--- src/rtl/irq_gate_pkg.sv ---
package irq_gate_pkg;
  typedef logic [1:0] level_t;

  localparam level_t LVL_TOP = 2'd3;

  // strict comparison used everywhere a candidate is qualified
  function automatic logic outranks(input level_t prio, input level_t lvl);
    return prio > lvl;
  endfunction
endpackage

--- src/rtl/irq_qualify.sv ---
module irq_qualify
  import irq_gate_pkg::*;
#(
  parameter int N_SRC = 8
) (
  input  logic [N_SRC-1:0]   req,
  input  logic [2*N_SRC-1:0] prio,
  input  logic               nmi,
  input  level_t             level,
  output logic [N_SRC-1:0]   qual,
  output logic               nmi_ok
);
  genvar g;
  generate
    for (g = 0; g < N_SRC; g++) begin : g_src
      assign qual[g] = req[g] && outranks(prio[2*g +: 2], level);
    end
  endgenerate

  assign nmi_ok = nmi && outranks(LVL_TOP, level);
endmodule

--- src/rtl/irq_arbiter.sv ---
module irq_arbiter
  import irq_gate_pkg::*;
#(
  parameter int N_SRC      = 8,
  parameter int VEC_W      = 7,
  parameter int NMI_VECTOR = 0,
  parameter int SRC_BASE   = 1
) (
  input  logic [N_SRC-1:0]   qual,
  input  logic [2*N_SRC-1:0] prio,
  input  logic               nmi_ok,
  output logic               win,
  output logic [VEC_W-1:0]   win_vec,
  output level_t             win_lvl
);
  localparam logic [VEC_W-1:0] NMI_V  = VEC_W'(NMI_VECTOR);
  localparam logic [VEC_W-1:0] BASE_V = VEC_W'(SRC_BASE);

  // ascending scan; strict ">" keeps the earliest (lowest vector) on ties
  always_comb begin
    win     = nmi_ok;
    win_vec = nmi_ok ? NMI_V : '0;
    win_lvl = nmi_ok ? LVL_TOP : 2'd0;
    for (int i = 0; i < N_SRC; i++) begin
      if (qual[i] && (!win || (prio[2*i +: 2] > win_lvl))) begin
        win     = 1'b1;
        win_vec = BASE_V + VEC_W'(i);
        win_lvl = prio[2*i +: 2];
      end
    end
  end
endmodule

--- src/rtl/irq_level_gate.sv ---
module irq_level_gate
  import irq_gate_pkg::*;
#(
  parameter int N_SRC      = 8,
  parameter int VEC_W      = 7,
  parameter int NMI_VECTOR = 0,
  parameter int SRC_BASE   = 1
) (
  input  logic                 clk,
  input  logic                 rst_n,
  input  logic [N_SRC-1:0]     irq_req,
  input  logic [2*N_SRC-1:0]   irq_prio,
  input  logic                 nmi_req,
  input  logic [1:0]           cur_level,
  output logic                 take_strobe,
  output logic [VEC_W-1:0]     take_vector,
  output logic [1:0]           take_level
);
  logic [N_SRC-1:0] qual;
  logic             nmi_ok;
  logic             win;
  logic [VEC_W-1:0] win_vec;
  level_t           win_lvl;

  irq_qualify #(.N_SRC(N_SRC)) u_qual (
    .req    (irq_req),
    .prio   (irq_prio),
    .nmi    (nmi_req),
    .level  (cur_level),
    .qual   (qual),
    .nmi_ok (nmi_ok)
  );

  irq_arbiter #(
    .N_SRC      (N_SRC),
    .VEC_W      (VEC_W),
    .NMI_VECTOR (NMI_VECTOR),
    .SRC_BASE   (SRC_BASE)
  ) u_arb (
    .qual    (qual),
    .prio    (irq_prio),
    .nmi_ok  (nmi_ok),
    .win     (win),
    .win_vec (win_vec),
    .win_lvl (win_lvl)
  );

  // a take blocks the following evaluation so the level can be written back
  always_ff @(posedge clk) begin
    if (!rst_n) begin
      take_strobe <= 1'b0;
      take_vector <= '0;
      take_level  <= 2'd0;
    end else begin
      take_strobe <= win && !take_strobe;
      if (win && !take_strobe) begin
        take_vector <= win_vec;
        take_level  <= win_lvl;
      end
    end
  end


  take_gap_chk: assert property (@(posedge clk) disable iff (!rst_n)
    take_strobe |=> !take_strobe);


  level_rise_chk: assert property (@(posedge clk) disable iff (!rst_n)
    take_strobe |-> (take_level > $past(cur_level)));


  no_zero_take_chk: assert property (@(posedge clk) disable iff (!rst_n)
    take_strobe |-> (take_level != 2'd0));


  hold_between_chk: assert property (@(posedge clk) disable iff (!rst_n)
    !take_strobe |-> ($stable(take_vector) && $stable(take_level)));


  nmi_take_chk: assert property (@(posedge clk) disable iff (!rst_n)
    (nmi_req && cur_level != 2'd3 && !take_strobe) |=>
      (take_strobe && take_vector == VEC_W'(NMI_VECTOR) && take_level == 2'd3));
endmodule

--- config.mk ---
export PLATFORM = sky130hd
export DESIGN_NAME = irq_level_gate
export DESIGN_NICKNAME = d
export VERILOG_FILES = /design/src/rtl/irq_gate_pkg.sv /design/src/rtl/irq_qualify.sv /design/src/rtl/irq_arbiter.sv /design/src/rtl/irq_level_gate.sv
export SDC_FILE = /design/constraint.sdc
export NUM_CORES = 1
export LEC_CHECK = 0
export ABC_AREA = 1
export BUFFER_PORTS_ARGS = -buffer_cell sky130_fd_sc_hd__buf_2
export CELL_PAD_IN_SITES_DETAIL_PLACEMENT = 0
export CELL_PAD_IN_SITES_GLOBAL_PLACEMENT = 1
export CORE_ASPECT_RATIO = 1.5
export CORE_MARGIN = 4
export CORE_UTILIZATION = 40
export CTS_BUF_LIST = sky130_fd_sc_hd__clkbuf_4
export CTS_CLUSTER_DIAMETER = 40
export CTS_CLUSTER_SIZE = 20
export DETAILED_ROUTE_END_ITERATION = 16
export HOLD_SLACK_MARGIN = 0.03
export PLACE_DENSITY_LB_ADDON = 0.1
export REMOVE_ABC_BUFFERS = 1
export SLEW_MARGIN = 20
export SYNTH_ARGS = -nofsm -noshare
export SYNTH_HDL_FRONTEND = slang
export SYNTH_HIERARCHICAL = 1
export SYNTH_SLANG_ARGS = --single-unit
export TNS_END_PERCENT = 100
--- constraint.sdc ---
create_clock -name clk -period 14.2 [get_ports clk]
set_clock_uncertainty 0.2 [all_clocks]
set_input_delay 0 -clock clk [delete_from_list [all_inputs] [get_ports clk]]
set_output_delay 0 -clock clk [all_outputs]
set_load 0.02 [all_outputs]
# Word-level counts from Yosys, hierarchy flattened
# Index checks and enable logic that the tools add are counted.
[word_totals] register_bits=10 output_inout_bits=10 word_cells=80
[classes] n_lt_le_gt_ge=17 mux=25 reduce_logical=35
[ops] operator="greater-than comparator 2 bit" count=16
[ops] operator="2-to-1 mux 2 bit" count=11
[ops] operator="logical AND 1 bit" count=18
[ops] operator="2-to-1 mux 3 bit" count=4
[ops] operator="zero test 1 bit" count=9
[ops] operator="2-to-1 mux 1 bit" count=9
[ops] operator="logical OR 1 bit" count=8
[ops] operator="2-to-1 mux 4 bit" count=1
[ops] operator="greater-than comparator 2 bit, first input constant" count=1

# Logic depth before layout (Yosys ltp)
[depth] depth_word=36 ltp_mapped=75 depth_no_buf=75

# Cells and area by module
# The synthesis kept the hierarchy.
[by_module_without_submodules] module="irq_arbiter" instances=1 cells_per_inst=150 area_each_um2=850.8 seq_area_each_um2=0.0
[by_module_without_submodules] module="irq_qualify" instances=1 cells_per_inst=74 area_each_um2=461.7 seq_area_each_um2=0.0
[by_module_without_submodules] module="irq_level_gate" instances=1 cells_per_inst=61 area_each_um2=415.4 seq_area_each_um2=200.2

# Worst setup path before layout
# No wires, ideal clock.
[synth_timing] path_kind="input port to flip-flop" start="input nmi_req" end="register take_level[0]" setup_ns=0.113 arrival_time_ns=7.848 t_required_ns=13.887 slack_ns=6.039 cell_stages=70 path_cell_list="a21boi_0 > inv_1 > ha_1 > nand2_1 > nand2_1 > nand2_2 > a21oi_2 > inv_1 > o21ai_0 > inv_1 > ha_1 > nor2_2 > or2_1 > nand4_1 > nand2_1 > nand2_1 > inv_1 > nand2_1 > [... 34 more ...] > o21ai_0 > nand2_1 > nand2_4 > or2_1 > nand2_1 > ha_1 > inv_1 > nor2_1 > o21ai_0 > nand2_1 > nand2_1 > inv_1 > nand2_1 > nand2_1 > inv_1 > nand3_1 > nand2_1 > nor2_1"
[synth_via] word_cells_on_any_way=51
[synth_rtl] element="start, declared" line="irq_level_gate.sv:13" source="input logic nmi_req,"
[synth_rtl] element="logical AND 1 bit (*)" line="irq_qualify.sv:20" source="assign nmi_ok = nmi && outranks(LVL_TOP, level);"
[synth_rtl] element="2-to-1 mux 2 bit" line="irq_arbiter.sv:23" source="win_lvl = nmi_ok ? LVL_TOP : 2'd0;"
[synth_rtl] element="greater-than comparator 2 bit" line="irq_arbiter.sv:25" source="if (qual[i] && (!win || (prio[2*i +: 2] > win_lvl))) begin"
[synth_rtl] element="logical OR 1 bit" line="irq_arbiter.sv:25"
[synth_rtl] element="logical AND 1 bit" line="irq_arbiter.sv:25"
[synth_rtl] element="2-to-1 mux 2 bit or 2-to-1 mux 1 bit (tied branches)" line="irq_arbiter.sv:25"
[synth_rtl] element="greater-than comparator 2 bit or zero test 1 bit (tied branches)" line="irq_arbiter.sv:25"
[synth_rtl] element="logical OR 1 bit" line="irq_arbiter.sv:25"
[synth_rtl] element="[... 19 more ...]"
[synth_rtl] element="logical OR 1 bit" line="irq_arbiter.sv:25"
[synth_rtl] element="logical AND 1 bit" line="irq_arbiter.sv:25"
[synth_rtl] element="2-to-1 mux 2 bit or 2-to-1 mux 1 bit (tied branches)" line="irq_arbiter.sv:25"
[synth_rtl] element="greater-than comparator 2 bit or zero test 1 bit (tied branches)" line="irq_arbiter.sv:25"
[synth_rtl] element="logical OR 1 bit" line="irq_arbiter.sv:25"
[synth_rtl] element="logical AND 1 bit" line="irq_arbiter.sv:25"
[synth_rtl] element="2-to-1 mux 2 bit (*)" line="irq_arbiter.sv:25"
[synth_rtl] element="named net win_lvl[0]" line="irq_level_gate.sv:23" source="level_t win_lvl;"
[synth_rtl] element="end signal, assigned" line="irq_level_gate.sv:58" source="take_level <= win_lvl;"
[synth_rtl] element="end, declared" line="irq_level_gate.sv:17" source="output logic [1:0] take_level"
# Mark *: on every way through the listed nets, which the timed path passes. The rest lies on a longest branch.
# A chain may end at the register's enable or synchronous reset.

# Final worst setup path
[layout_timing] start="input cur_level[0]" end="register take_vector[0]"
[layout_via] word_cells_on_any_way=75
[layout_rtl] element="start, declared" line="irq_level_gate.sv:14" source="input logic [1:0] cur_level,"
[layout_rtl] element="greater-than comparator 2 bit (*)" line="irq_gate_pkg.sv:8" source="return prio > lvl;"
[layout_rtl] element="logical AND 1 bit (*)" line="irq_qualify.sv:20"
[layout_rtl] element="named net nmi_ok" line="irq_level_gate.sv:20" source="logic nmi_ok;"
[layout_rtl] element="2-to-1 mux 2 bit" line="irq_arbiter.sv:23"
[layout_rtl] element="greater-than comparator 2 bit" line="irq_arbiter.sv:25"
[layout_rtl] element="logical OR 1 bit" line="irq_arbiter.sv:25"
[layout_rtl] element="logical AND 1 bit" line="irq_arbiter.sv:25"
[layout_rtl] element="2-to-1 mux 2 bit or 2-to-1 mux 1 bit (tied branches)" line="irq_arbiter.sv:25"
[layout_rtl] element="[... 21 more ...]"
[layout_rtl] element="logical OR 1 bit" line="irq_arbiter.sv:25"
[layout_rtl] element="logical AND 1 bit" line="irq_arbiter.sv:25"
[layout_rtl] element="2-to-1 mux 2 bit or 2-to-1 mux 1 bit (tied branches)" line="irq_arbiter.sv:25"
[layout_rtl] element="greater-than comparator 2 bit or zero test 1 bit (tied branches)" line="irq_arbiter.sv:25"
[layout_rtl] element="logical OR 1 bit" line="irq_arbiter.sv:25"
[layout_rtl] element="logical AND 1 bit" line="irq_arbiter.sv:25"
[layout_rtl] element="2-to-1 mux 4 bit (*)" line="irq_arbiter.sv:25"
[layout_rtl] element="named net win_vec[0]" line="irq_level_gate.sv:22" source="logic [VEC_W-1:0] win_vec;"
[layout_rtl] element="end signal, assigned" line="irq_level_gate.sv:57" source="take_vector <= win_vec;"
[layout_rtl] element="end, declared" line="irq_level_gate.sv:16" source="output logic [VEC_W-1:0] take_vector,"
# Marked as above.

==> reports/metrics.yaml <==
status:
  status: "finished clean"
logic_synthesis:
  synthTopCellsByArea: "ha_1 20%, nand2_1 16%, inv_1 14%"
  ys_warn_count: 6
  synth_top_area_share_pct: 20.28
  ys.flop_type: "dfxtp_1"
  synthArstFlopShare_pct: 0
  yosysUniqueCellTypes: 29
  syn_inst: 285
  synth_area_mm2: 0.001728
  synth-edff-count: 0
  ys_seq_area_share_pct: 11.59
  yosys_register_bits: 10
  yosysTopAreaCell: "ha_1"
  postSynthAreaPerCell_um2: 6.063
clock_network:
  worst_skew_pair.late_latency_ps: 260
  cts.sinks: 10
  cts.repair.resized: 0
  cts-htree-levels: 1
  clock-root-buffer: "clkbuf_4"
  cts_setup_buffers: 0
  cts_inserted_buffers: 3
  clk_pin_slew_worst_paths_ps: 60
  holdBufCountCts: 3
  cts_tree: "yes"
  clk_path_buf_depth: 2
die:
  start_util_pct: 41.05
  core_area_mm2: 0.004209
  die_w_um: 61.67
  die_area_mm2: 0.005457
  rows: 29
  ios: 39
  die-height_um: 88.50
drt:
  vias: 1718
  antenna_left: 0
  vias_per_cell: 4.606
  dr.pass1.iters: 4
  drtIter0Drc: 40
  route.detailed.drc: 0
  routedWlPerCell_um: 9.324
  wl_mm: 3.478
critical_path:
  critPathSlowestCell: "a21boi_0"
  crit_path_max_incr_delay_ps: 530
  worstSetupStartpoint: "cur_level[0]"
  cp-end-kind: "flip-flop"
  worstReg2RegStart: "take_strobe"
  crit_arrival_ps: 8950
  cpMostUsedCell: "nand2_1"
  crit_fanout: 9
  cp-start-kind: "input port"
  path_class: "input port to flip-flop"
  required_ps: 14200
finish:
  postLayoutCoreUtil_pct: 47.68
  syn2layout_area_growth_pct: 16.15
  drive_above_1_share_pct: 23.85
  fin_cells: 373
  final_net_count: 385
  multiInputGateArea_mm2: 0.001255
  post-route-cell-area_mm2: 0.002007
  ff_latch_area_um2: 200.2
  num-fill-cells: 498
  num_antenna_cells: 0
timing:
  slew_headroom_pct: 59.75
  setup_viol: 0
  rsz0062_at_grt: "false"
  min_period_ps: 8951
  fin_setup_tns_ps: 0
  fin_crit_sh_pct: 63.03
  worstMarginPinSlew_ps: 598.4
  fmax_ghz: 0.1117
  hold_viol: 0
  fin_ws_ps: 5249
  final_max_slew_viol_count: 0
global_routing:
  grt_pass1_vias: 1584
  grt_pass1_wl_mm: 5.885
  grt_max_degree: 12
  grt-ovfl-total: 0
  antenna_found_initial: 0
  grtUsageTotal_pct: 13.60
placement:
  gp_congestion: 0.7620
  dp_slack_ps: 4812
  io_buffer_count: 38
  dpl.hpwl_mm: 3.155
  dpl_cell_area_mm2: 0.001951
  dp.cells: 366
pwr:
  power_density_mw_per_mm2: 85.05
  p_leak_nw: 1.246
  vdd_drop_max_uv: 97.14
hold_path:
  worstHoldStart: "irq_prio[13]"
  hold_path_class: "input port to flip-flop"
run:
  max_cap_viol_count: 0
layer usage:
| layer | global-route usage [%] | vias up | routed length [µm] |
|---|---|---|---|
| met5 | 0 | - | 0 |
| met3 | 2.190 | 0 | 138 |
| met2 | 29.17 | 27 | 2051 |
| li1 | - | 950 | - |
| met4 | 0.5792 | 0 | 0 |
| met1 | 13.23 | 741 | 1288 |
critical path: cells and delay by family:
kind / cells / cell delay (ps)
adder cells (fa/ha/maj): 8 / 2300
AO/OA/AOI/OAI: 12 / 2190
buffers and inverters: 12 / 1010
AND/OR/NAND/NOR: 38 / 3420
report_power, final:
| group | switching, mW | total, mW | internal [mW] |
|---|---|---|---|
| sequential | 0.00252 | 0.0359 | 0.0334 |
| combinational | 0.0696 | 0.115 | 0.0457 |
| clock | 0.00927 | 0.0194 | 0.0101 |
sequential cells by signal, indices dropped and copies added, names as in the netlist:
register,count
take_strobe,1
take_level,2
take_vector,7
through the flow:
| step | total power [mW] | hold WS (ps) |
|---|---|---|
| floorplan | 0.1269 | -79.28 |
| global placement | 0.1530 | 118.9 |
| detailed placement | 0.1542 | 117.8 |
| CTS | 0.1752 | 145.9 |
| global route | 0.1946 | 258.8 |
| finish | 0.1707 | 132.1 |
kinds of logic after synthesis:
logic type                 after synthesis  share of synthesized area [%]
buffers and inverters                   71                          16.22
adders and majority gates               28                          20.28
AOI/OAI and AO/OA                       27                          10.21
and+or+nand+nor                        148                          41.49
DFF                                     10                          11.59
other                                    1                         0.2170
path summary, 6_finish.rpt:
path / endpoint / depth (start not counted) / slack, ps
setup / recovery: take_vector[0] / 70 / 5250
hold / removal: take_level[1] / 8 / 130
setup reg to reg: take_vector[2] / 4 / 13190
hold reg to reg: take_vector[2] / 2 / 280
final cells by class:
type | count | share of cell area, %
Multi-Input combinational cell | 206 | 62.53
Inverter | 66 | 12.34
Timing Repair Buffer | 41 | 10.97
Sequential cell | 10 | 9.975
Tap cell | 46 | 2.868
Clock buffer | 3 | 1.122
Clock inverter | 1 | 0.1870
cells in the final DEF (no fill, tap or decap), drive strengths merged, types with 3 or more instances in the layout:
cell type	n
a21oi	12
inv	66
nor2	29
nand2	83
dfxtp	10
buf	38
o21ai	12
clkbuf	3
or2	5
nand3	23
and2	4
dlygate4sd3	3
conb	3
ha	28
synth_stat cells, types with 3 or more instances:
master and number:
nand2_2 6, dfxtp_1 10, ha_1 28, buf_4 3, inv_1 63, a21oi_2 9, inv_2 3, nor2_1 27
a21oi_1 3, o21ai_0 11, nand3_1 16, nand2_4 5, nand2_1 72, nand3_2 7, or2_2 3
Power figures use the tool's default switching activity.
